==> src/rtl/gpr_pkg.sv <==
`timescale 1ns/1ps
package gpr_pkg;
  localparam logic [9:0] OFF_MODE  = 10'h000;
  localparam logic [9:0] OFF_OTYPE = 10'h004;
  localparam logic [9:0] OFF_SPEED = 10'h008;
  localparam logic [9:0] OFF_PULL  = 10'h00C;
  localparam logic [9:0] OFF_IDR   = 10'h010;
  localparam logic [9:0] OFF_ODR   = 10'h014;

  localparam logic [1:0] MODE_OUT = 2'b01;

  typedef enum logic [1:0] {
    PULL_NONE = 2'b00,
    PULL_UP   = 2'b01,
    PULL_DOWN = 2'b10,
    PULL_RSVD = 2'b11
  } pull_e;
endpackage

==> src/rtl/gpr_regs.sv <==
`timescale 1ns/1ps
module gpr_regs
  import gpr_pkg::*;
#(
  parameter int NPINS = 16,
  parameter int AW    = 10,
  parameter int DW    = 32
) (
  input  logic               clk,
  input  logic               rst_n,
  input  logic               bus_wr,
  input  logic [AW-1:0]      bus_addr,
  input  logic [DW-1:0]      bus_wdata,
  input  logic [NPINS-1:0]   idr_in,
  output logic [DW-1:0]      bus_rdata,
  output logic [2*NPINS-1:0] mode_q,
  output logic [NPINS-1:0]   otype_q,
  output logic [2*NPINS-1:0] pull_q,
  output logic [NPINS-1:0]   odr_q
);
  localparam int MW = 2 * NPINS;

  logic [DW-1:0] speed_q;

  always_ff @(posedge clk or negedge rst_n) begin
    if (!rst_n) begin
      mode_q  <= '0;
      otype_q <= '0;
      speed_q <= '0;
      pull_q  <= '0;
      odr_q   <= '0;
    end else if (bus_wr) begin
      case (bus_addr)
        AW'(OFF_MODE):  mode_q  <= bus_wdata[MW-1:0];
        AW'(OFF_OTYPE): otype_q <= bus_wdata[NPINS-1:0];
        AW'(OFF_SPEED): speed_q <= bus_wdata;
        AW'(OFF_PULL):  pull_q  <= bus_wdata[MW-1:0];
        AW'(OFF_ODR):   odr_q   <= bus_wdata[NPINS-1:0];
        default: ;
      endcase
    end
  end

  always_comb begin
    bus_rdata = '0;
    case (bus_addr)
      AW'(OFF_MODE):  bus_rdata[MW-1:0]    = mode_q;
      AW'(OFF_OTYPE): bus_rdata[NPINS-1:0] = otype_q;
      AW'(OFF_SPEED): bus_rdata            = speed_q;
      AW'(OFF_PULL):  bus_rdata[MW-1:0]    = pull_q;
      AW'(OFF_IDR):   bus_rdata[NPINS-1:0] = idr_in;
      AW'(OFF_ODR):   bus_rdata[NPINS-1:0] = odr_q;
      default: ;
    endcase
  end
endmodule

==> src/rtl/gpr_conflict.sv <==
`timescale 1ns/1ps
module gpr_conflict
  import gpr_pkg::*;
(
  input  logic [1:0] mode,
  input  logic       otype,
  input  logic       conn,
  input  logic       high,
  output logic       clash
);
  // An attached source fights an actively driven output stage.
  assign clash = conn && (mode == MODE_OUT) && (!otype || high);
endmodule

==> src/rtl/gpr_pin_resolve.sv <==
`timescale 1ns/1ps
module gpr_pin_resolve
  import gpr_pkg::*;
(
  input  logic [1:0] mode,
  input  logic       otype,
  input  logic [1:0] pull,
  input  logic       odr,
  input  logic       disc,
  input  logic       high,
  output logic       defined,
  output logic       level
);
  logic up, down;
  assign up   = (pull == PULL_UP);
  assign down = (pull == PULL_DOWN);

  always_comb begin
    defined = 1'b0;
    level   = 1'b0;
    if (mode == MODE_OUT) begin
      if (!otype || !odr) begin
        defined = 1'b1;
        level   = odr;
      end else if (disc) begin
        defined = up | down;
        level   = up;
      end else if (!high) begin
        defined = 1'b1;
        level   = 1'b0;
      end
    end else if (!disc) begin
      defined = 1'b1;
      level   = high;
    end else begin
      defined = up | down;
      level   = up;
    end
  end
endmodule

==> src/rtl/gpr_port.sv <==
`timescale 1ns/1ps
module gpr_port
  import gpr_pkg::*;
#(
  parameter int NPINS = 16,
  parameter int AW    = 10,
  parameter int DW    = 32
) (
  input  logic             clk,
  input  logic             rst_n,
  input  logic             bus_wr,
  input  logic [AW-1:0]    bus_addr,
  input  logic [DW-1:0]    bus_wdata,
  output logic [DW-1:0]    bus_rdata,
  input  logic [NPINS-1:0] ext_conn,
  input  logic [NPINS-1:0] ext_high,
  output logic [NPINS-1:0] pin_out,
  output logic [NPINS-1:0] pin_conflict
);
  logic [2*NPINS-1:0] mode_q, pull_q;
  logic [NPINS-1:0]   otype_q, odr_q;
  logic [NPINS-1:0]   idr_q, conf_q;
  logic [NPINS-1:0]   clash_w, def_w, lvl_w;

  gpr_regs #(.NPINS(NPINS), .AW(AW), .DW(DW)) u_regs (
    .clk(clk), .rst_n(rst_n),
    .bus_wr(bus_wr), .bus_addr(bus_addr), .bus_wdata(bus_wdata),
    .idr_in(idr_q), .bus_rdata(bus_rdata),
    .mode_q(mode_q), .otype_q(otype_q), .pull_q(pull_q), .odr_q(odr_q)
  );

  for (genvar i = 0; i < NPINS; i++) begin : g_pin
    gpr_conflict u_cf (
      .mode(mode_q[2*i +: 2]), .otype(otype_q[i]),
      .conn(ext_conn[i]), .high(ext_high[i]), .clash(clash_w[i])
    );
    gpr_pin_resolve u_rs (
      .mode(mode_q[2*i +: 2]), .otype(otype_q[i]), .pull(pull_q[2*i +: 2]),
      .odr(odr_q[i]), .disc(~ext_conn[i] | clash_w[i]), .high(ext_high[i]),
      .defined(def_w[i]), .level(lvl_w[i])
    );
  end

  always_ff @(posedge clk or negedge rst_n) begin
    if (!rst_n) begin
      idr_q  <= '0;
      conf_q <= '0;
    end else begin
      idr_q  <= (idr_q & ~def_w) | (lvl_w & def_w);
      conf_q <= clash_w;
    end
  end

  assign pin_out      = idr_q;
  assign pin_conflict = conf_q;
endmodule

==> config.mk <==
export PLATFORM = sky130hd
export DESIGN_NAME = gpr_port
export DESIGN_NICKNAME = d
export VERILOG_FILES = /design/src/rtl/gpr_pkg.sv /design/src/rtl/gpr_regs.sv /design/src/rtl/gpr_conflict.sv /design/src/rtl/gpr_pin_resolve.sv /design/src/rtl/gpr_port.sv
export SDC_FILE = /design/constraint.sdc
export NUM_CORES = 1
export LEC_CHECK = 0
export BUFFER_PORTS_ARGS = -buffer_cell sky130_fd_sc_hd__buf_4
export CORE_UTILIZATION = 38
export CTS_CLUSTER_SIZE = 25
export DETAILED_ROUTE_END_ITERATION = 10
export HOLD_SLACK_MARGIN = 0.06
export PLACE_DENSITY_LB_ADDON = 0.05
export SLEW_MARGIN = 10
export SYNTH_ARGS = -nofsm -noshare
export SYNTH_HDL_FRONTEND = slang
export SYNTH_SLANG_ARGS = --single-unit
==> constraint.sdc <==
create_clock -name clk -period 5.1 [get_ports clk]
set_input_delay 0.765 -clock clk [delete_from_list [all_inputs] [get_ports clk]]
set_output_delay 0.765 -clock clk [all_outputs]
set_load 0.005 [all_outputs]
==> reports/qor.csv, run 1 <==
stage,metric,value,unit
status,status,"complete, no violations",
logic_synthesis,syn_avg_cell_area,11.9,sq um
placed_design,gp_congestion,0.828,
clock_network,cts_buffer_depth,2,
clock_network,cts_setup_buffers,0,
detailed_routing,drt_iter0_markers,294,
die,row_count,54,
placed_design,port_buffers,140,
sta,rsz0062_at_grt,no,
clock_network,cts-resized-gates,0,
sta,setup_viol,0,
run,maxCapViolCount,0,
final_layout,drive_gt1_frac,0.442,
logic_synthesis,yosysWarnings,0,
die,die_w,151,microns
final_layout,instances_no_fill,1136,
grt,grt_pass1_vias,6350,
logic_synthesis,seq_area_frac_synth,0.476,
detailed_routing,drt_first_pass_iters,4,
sta,report.final.slew_viol_count,0,
sta,tightest_slew,1200,ps
critical_path,cp_top_family,simple AND/OR/NAND/NOR gates,
critical_path,cp_common_cell,buf_4,
detailed_routing,wl,22.4,mm
final_layout,nNetsFinal,936,
sta,max-slew-margin-rel,0.193,
hold_path,hold_path.class,in2async,
clock_network,htree_levels,4,
critical_path,crit_chain,"buf_4, or3_1, nor4b_4, a22oi_1, nor2_1, buf_4",
critical_path,critPathLaunchType,primary input,
clock_network,cts-root-buf,clkbuf_16,
power,power.total,2.89,mW
grt,grt_max_degree,104,
die,core_area,0.0218,sq mm
sta,fin_setup_tns,0,ps
critical_path,critPathCaptureType,output port,
sta,fin_crit,3650,ps
logic_synthesis,synth-main-ff-cell,dfrtp_1,
logic_synthesis,synth.net_count,800,
power,peakVddDrop,199,uV
logic_synthesis,synthArstFlopShare,1.00,
clock_network,cts_tree,done,
logic_synthesis,synth_area,0.00842,sq mm
die,die_h,151,microns
detailed_routing,vias,6045,
die,start_util,0.387,
critical_path,worstPathMaxFanout,16,
critical_path,slowest_stage,nor4b_4,
power,p_per_area,280,mW/mm^2
detailed_routing,drtAntennaViolNets,0,
die,io_pins,141,
critical_path,worst-setup-path-type,in2out,
detailed_routing,viasPerCell,5.32,
die,die_area,0.0227,sq mm
critical_path,max_stage_delay,1020,ps
clock_network,cts_hold_buf,0,
grt,grt_first_pass_wirelength,35.4,mm
power,power_leakage,5.07,nW
critical_path,cp_num_buf_inv,2,
logic_synthesis,synth_seq_cells,160,
logic_synthesis,synth_edf_count,0,
detailed_routing,drc,0,
critical_path,cp_data_arrival_time,2890,ps
placed_design,dp_cells,1104,
clock_network,cts.sinks,160,
sta,max_freq,0.274,GHz
critical_path,worstPathRequired,4340,ps
grt,grt_usage,0.208,
sta,min_period_over_period,0.716,
sta,hold_viol,0,
detailed_routing,wl_per_cell,19.7,microns
logic_synthesis,syn_inst,707,
sta,skew,10.2,ps
final_layout,fin_util,0.476,
grt,grt_overflow,0,
clock_network,path_clk_slew,60,ps
clock_network,cts_buffers,17,
final_layout,area_growth,23.0,%
clock_network,clkLatencyLatePin,420,ps
placed_design,dp_hpwl,15.0,mm
logic_synthesis,synth_cell_types,35,
grt,antenna_found_initial,0,
final_layout,n_antenna_cell,0,
## state kept, by name, summed over array words and instances (netlist names), named ones only
signal and count:
pin_conflict 16, u_regs.odr_q 16, u_regs.otype_q 16, u_regs.speed_q 32, u_regs.mode_q 32, u_regs.pull_q 32
## power breakdown
| part | internal (mW) | switching (mW) |
|---|---|---|
| Clock | 0.793 | 0.546 |
| Sequential | 1.30 | 0.0239 |
| Combinational | 0.116 | 0.117 |
| Total | 2.21 | 0.687 |
## cells in the mapped netlist, types with 2 or more instances
library cell	number	share of area
a211oi_1	4	0.0036
a21boi_0	4	0.0036
a21o_1	4	0.0036
a21oi_1	12	0.0071
a22oi_1	32	0.029
a31oi_1	12	0.0089
and2_1	12	0.0089
and3_1	4	0.0030
buf_1	2	0.00089
buf_2	10	0.0059
buf_6	4	0.0054
clkbuf_1	12	0.0054
dfrtp_1	160	0.48
ha_1	16	0.024
inv_1	36	0.016
mux2_2	175	0.23
mux4_2	16	0.043
nand2_1	14	0.0062
nand2_2	2	0.0015
nand2b_1	29	0.022
nand3_1	16	0.0095
nor2_1	51	0.023
nor2b_1	24	0.018
nor3_1	14	0.0083
o21ai_0	28	0.017
o32a_1	4	0.0048
or3_1	2	0.0015
## logic make-up after synthesis
kind of cell	count (synthesis)	synth area share
DFF	160	0.476
adders and majority gates	16	0.0238
buffers and inverters	65	0.0345
AOI/OAI and AO/OA	100	0.0767
muxes	192	0.278
and+or+nand+nor	174	0.111
## routing by layer
layer	share of wire	track usage
met2	0.50	0.355
met4	0.010	0.0505
met1	0.44	0.268
met5	0	0
met3	0.051	0.0458
## final timing paths
path	from	endpoint	slack, ps	cells after the start
worst min-delay path	rst_n	pin_conflict[5]$_DFF_PN0_	450	1
worst max-delay path	bus_addr[8]	bus_rdata[27]	1450	6
min in group clk	u_regs.speed_q[14]$_DFFE_PN0P_	u_regs.speed_q[14]$_DFFE_PN0P_	500	1
worst max register to register	u_regs.mode_q[29]$_DFFE_PN0P_	flop	3590	4
worst min register to register	u_regs.speed_q[14]$_DFFE_PN0P_	u_regs.speed_q[14]$_DFFE_PN0P_	500	1
max in group asynchronous	rst_n	u_regs.pull_q[14]$_DFFE_PN0P_	3620	2
## placed cells by master, fill, tap and decap left out, types with 13 or more instances in the layout
master / instances
a22oi_1: 32
nor3_1: 13
ha_1: 16
mux4_2: 16
nor2b_1: 24
buf_4: 145
mux2_2: 175
nand3_1: 16
dfrtp_1: 160
nand2b_1: 29
o21ai_0: 28
nor2_1: 51
inv_1: 36
clkbuf_16: 17
## metrics by stage
step / worst slack, ps / hold WS (ps) / area [sq um]
3_3_place_gp: 1480 / 483 / 9730
6_report: 1450 / 448 / 10300
2_1_floorplan: 2090 / 469 / 8420
5_1_grt: 1320 / 521 / 10300
3_5_place_dp: 1450 / 490 / 9730
4_1_cts: 1480 / 504 / 10300
## final cells by class
type                       instances  area, sq um
tap                              280          350
timing repair buffer             146         1100
fill                            1970        11400
clock inverter                    14          180
inverter                          36          135
clock buffer                      18          439
sequential                       160         4000
multi-input combinational        482         4140
Note: power is estimated with default switching activity, not from simulation.
==> run 2, diff against run 1 <==
Clock period 5.1 ns to 3.61 ns, I/O delays scaled along.
==> reports/qor.csv, run 2 (synthesized netlist as in run 1, its figures left out) <==
stage,metric,value,unit
status,status,"complete, no violations",
critical_path,crit_chain,"buf_4, or3_1, nor3_2, buf_4, a22oi_1, nor2_1, buf_4",
sta,fin_crit,2700,ps
grt,grt_first_pass_wirelength,36.2,mm
clock_network,cts_buffer_depth,2,
power,peakVddDrop,274,uV
grt,grt_max_degree,80,
sta,worst_hold_slack,157,ps
critical_path,worstPathMaxFanout,22,
clock_network,path_clk_slew,70,ps
run,maxCapViolCount,0,
detailed_routing,drt_first_pass_iters,4,
final_layout,mostFrequentLayoutCell,mux2_2,
critical_path,cp_data_arrival_time,2160,ps
clock_network,clkLatencyLatePin,420,ps
grt,grt_usage,0.214,
sta,fin_setup_tns,0,ps
final_layout,area_growth,24.4,%
placed_design,placed_cell_area,0.00985,sq mm
clock_network,cts_buffers,17,
clock_network,cts.sinks,160,
clock_network,cts-resized-gates,0,
critical_path,slowest_stage,or3_1,
critical_path,worst-setup-path-type,in2out,
power,seqPwrFrac,0.455,
detailed_routing,vias,6206,
clock_network,cts_tree,done,
die,die_h,151,microns
final_layout,nFillCells,2011,
clock_network,htree_levels,4,
final_layout,top_regs,"u_regs.mode_q: 32 flops, u_regs.pull_q: 32 flops, u_regs.speed_q: 32 flops",
die,die_area,0.0227,sq mm
final_layout,instances_no_fill,1150,
die,io_pins,141,
grt,grt_overflow,0,
detailed_routing,wl,22.9,mm
critical_path,critPathLaunchType,primary input,
grt,antenna_found_initial,0,
final_layout,n_antenna_cell,0,
clock_network,cts-root-buf,clkbuf_16,
power,p_per_area,392,mW/mm^2
placed_design,dp_cells,1118,
die,core_area,0.0218,sq mm
detailed_routing,drc,0,
power,p_int,3.11,mW
final_layout,layout_common_cells,"mux2_2 (175), dfrtp_1 (160), buf_4 (158)",
die,start_util,0.387,
sta,skew,7.81,ps
critical_path,worstPathRequired,3070,ps
power,netSwitchingFraction,0.242,
detailed_routing,viasPerCell,5.40,
critical_path,crit_path_start,bus_addr[8],
sta,max-slew-margin-rel,0.481,
critical_path,cp_common_cell,buf_4,
sta,report.final.slew_viol_count,0,
final_layout,drive_gt1_frac,0.451,
sta,min_period_over_period,0.748,
sta,setup_viol,0,
detailed_routing,drt_iter0_markers,275,
clock_network,cts_setup_buffers,0,
die,row_count,54,
clock_network,cts_hold_buf,0,
critical_path,reg2reg_from,u_regs.mode_q[29]$_DFFE_PN0P_,
sta,max_freq,0.371,GHz
sta,rsz0062_at_grt,no,
power,power.switching,0.991,mW
power,combPwrFrac,0.082,
critical_path,max_stage_delay,490,ps
detailed_routing,drtAntennaViolNets,0,
critical_path,critPathCaptureType,output port,
hold_path,hold_path.class,in2async,
sta,tightest_slew,779,ps
power,clkPwrFrac,0.464,
placed_design,port_buffers,140,
placed_design,dp_hpwl,16.0,mm
detailed_routing,wl_per_cell,19.9,microns
grt,grt_pass1_vias,6552,
die,die_w,151,microns
power,power_leakage,5.15,nW
sta,hold_viol,0,
final_layout,nNetsFinal,950,
final_layout,fin_area,0.0105,sq mm
placed_design,gp_congestion,0.796,
## run 2: changes by cell type in the layout (fill, tap and decap cells not counted)
cell and change:
buf_12 +1, buf_4 +13, clkbuf_8 -1, clkinv_4 +1, clkinvlp_4 -4, inv_6 +4
## run 2: per-stage QoR
stage / util / power, mW / setup WS [ps]
after global placement: 0.453 / 2.23 / 930
after global routing: 0.481 / 4.28 / 804
final: 0.481 / 4.10 / 911
after detailed placement: 0.453 / 2.24 / 905
after floorplan: - / 2.03 / 1040
after CTS: 0.481 / 4.17 / 932
## run 2: final cells by class
type	count	area (sq um)	area share
timing repair buffer	160	1220	0.116
clock inverter	15	194	0.0185
tap	280	350	0.0335
inverter	36	135	0.0129
multi-input combinational	482	4140	0.396
clock buffer	17	425	0.0406
sequential	160	4000	0.383
## run 2: path summary, 6_finish.rpt
path                                                       end  slack [ps]  cells past startpoint
worst max register to register                            flop        2110                      4
min in group clk                    pin_conflict[11]$_DFF_PN0_         350                      3
worst max-delay path                             bus_rdata[13]         910                      7
worst min-delay path                 pin_conflict[5]$_DFF_PN0_         160                      1
worst min register to register  u_regs.speed_q[22]$_DFFE_PN0P_         500                      1
max in group asynchronous         u_regs.pull_q[6]$_DFFE_PN0P_        2460                      2
## run 2: routing by layer
layer	track usage	part of all wire	vias to the layer above
met3	0.0425	0.046	26
met1	0.272	0.44	3183
met4	0.0690	0.018	0
met5	0	0	-
met2	0.363	0.50	149
li1	-	-	2848
## run 2: worst max-delay path: cells and delay by family
kind                   cells  cell delay (ps)
AO/OA/AOI/OAI              1              140
buffers and inverters      3              590
AND/OR/NAND/NOR            3              870
## run 2: power groups by stage
stage	logic (mW)	registers (mW)	clock network, mW
floorplan	0.138	1.89	0
global route	0.372	1.87	2.04
global placement	0.330	1.90	0
detailed placement	0.341	1.90	0
finish	0.336	1.87	1.90
CTS	0.342	1.87	1.96
==> run 3, diff against run 2 <==
Clock period 3.61 ns to 2.5 ns, I/O delays scaled along.
==> reports/qor.csv, run 3 (synthesized netlist as in run 1, its figures left out) <==
stage,metric,value,unit
placed_design,dp_hpwl,15.8,mm
grt,grt_first_pass_wirelength,35.9,mm
clock_network,cts_tree,done,
critical_path,critPathCaptureType,output port,
die,row_count,54,
sta,min_period_over_period,0.911,
die,core_area,0.0218,sq mm
final_layout,area_growth,25.7,%
grt,grt_overflow,0,
detailed_routing,drt_first_pass_iters,5,
final_layout,top_regs,"u_regs.mode_q: 32 flops, u_regs.pull_q: 32 flops, u_regs.speed_q: 32 flops",
die,die_w,151,microns
die,start_util,0.387,
placed_design,dp_cells,1123,
sta,max-slew-margin-rel,0.532,
sta,max_freq,0.439,GHz
final_layout,nFillCells,1982,
clock_network,cts_buffer_depth,2,
final_layout,instances_no_fill,1157,
detailed_routing,drtAntennaViolNets,0,
placed_design,port_buffers,140,
sta,skew,8.46,ps
hold_path,hold_path.class,in2reg,
sta,report.final.slew_viol_count,0,
final_layout,nNetsFinal,956,
detailed_routing,wl_per_cell,19.5,microns
die,io_pins,141,
detailed_routing,wl,22.6,mm
critical_path,worstPathMaxFanout,14,
power,p_per_area,564,mW/mm^2
clock_network,cts.sinks,160,
grt,grt_usage,0.210,
detailed_routing,drc,0,
sta,worst_hold_slack,186,ps
final_layout,drive_gt1_frac,0.453,
power,power_leakage,5.19,nW
critical_path,worst-setup-path-type,in2out,
status,status,"complete, no violations",
placed_design,gp_congestion,0.806,
die,die_h,151,microns
detailed_routing,viasPerCell,5.30,
power,peakVddDrop,411,uV
grt,grt_max_degree,69,
critical_path,worstPathRequired,2120,ps
critical_path,cp_data_arrival_time,1900,ps
final_layout,layout_common_cells,"mux2_2 (175), dfrtp_1 (160), buf_4 (159)",
sta,fin_setup_tns,0,ps
sta,tightest_slew,702,ps
clock_network,cts-root-buf,clkbuf_16,
grt,antenna_found_initial,0,
run,maxCapViolCount,0,
die,die_area,0.0227,sq mm
clock_network,cts-resized-gates,0,
detailed_routing,vias,6132,
detailed_routing,drt_iter0_markers,282,
final_layout,fin_area,0.0106,sq mm
sta,rsz0062_at_grt,no,
clock_network,htree_levels,4,
clock_network,path_clk_slew,70,ps
clock_network,cts_buffers,17,
clock_network,clkLatencyLatePin,420,ps
critical_path,critPathLaunchType,primary input,
sta,fin_crit,2280,ps
final_layout,mostFrequentLayoutCell,mux2_2,
placed_design,placed_cell_area,0.00994,sq mm
sta,setup_viol,0,
grt,grt_pass1_vias,6557,
sta,hold_viol,0,
==> run 3: repair_timing <==
item / 4_1_cts / 5_1_grt
endpoints found under the hold margin: 64 / 0
endpoints found under the setup margin: 0 / 0
buffers inserted: 0 / 0
hold buffers: 1 / 0
==> run 3: final timing paths <==
check,startpoint,slack [ps],depth (start not counted),endpoint
max,bus_addr[8],220,7,bus_rdata[6]
min,ext_conn[11],190,3,pin_conflict[11]$_DFF_PN0_
max reg2reg,u_regs.mode_q[29]$_DFFE_PN0P_,990,4,flop
min reg2reg,u_regs.speed_q[15]$_DFFE_PN0P_,500,1,u_regs.speed_q[15]$_DFFE_PN0P_
max in group asynchronous,rst_n,1210,3,u_regs.pull_q[25]$_DFFE_PN0P_
min in group asynchronous,rst_n,530,2,pin_conflict[5]$_DFF_PN0_
==> run 3: where the power goes <==
group,internal [mW],switching (mW),total [mW]
Clock,1.65,1.13,2.78
Combinational,0.253,0.240,0.493
Sequential,2.64,0.0500,2.69
==> run 3: routing by layer <==
| metal | vias to the layer above | track usage | routed length [microns] |
|---|---|---|---|
| met4 | 0 | 0.0565 | 250 |
| met1 | 3119 | 0.280 | 10500 |
| met3 | 22 | 0.0386 | 729 |
| li1 | 2864 | - | - |
| met5 | - | 0 | 0 |
| met2 | 127 | 0.350 | 11100 |
==> run 3: cell type report <==
class,instances,area [sq um],area share
Antenna cell,1,2.50,0.000237
Clock buffer,19,453,0.0428
Clock inverter,13,176,0.0167
Inverter,36,135,0.0128
Multi-Input combinational cell,482,4140,0.392
Sequential cell,160,4000,0.379
Tap cell,280,350,0.0331
Timing Repair Buffer,166,1320,0.124
==> run 3: stage by stage <==
| stage | power [mW] | setup slack (ps) | util |
|---|---|---|---|
| detailed placement | 3.24 | 180 | 0.457 |
| floorplan | 2.93 | 267 | - |
| global route | 6.21 | 128 | 0.486 |
| global placement | 3.22 | 173 | 0.457 |
| CTS | 6.04 | 190 | 0.486 |
| finish | 5.97 | 223 | 0.486 |
==> run 3: critical path, stage by stage <==
cell and delay (ps):
buf_4 100, or3_1 490, nor3_2 250, buf_4 280, a22oi_1 150, nor2_1 120
buf_4 120
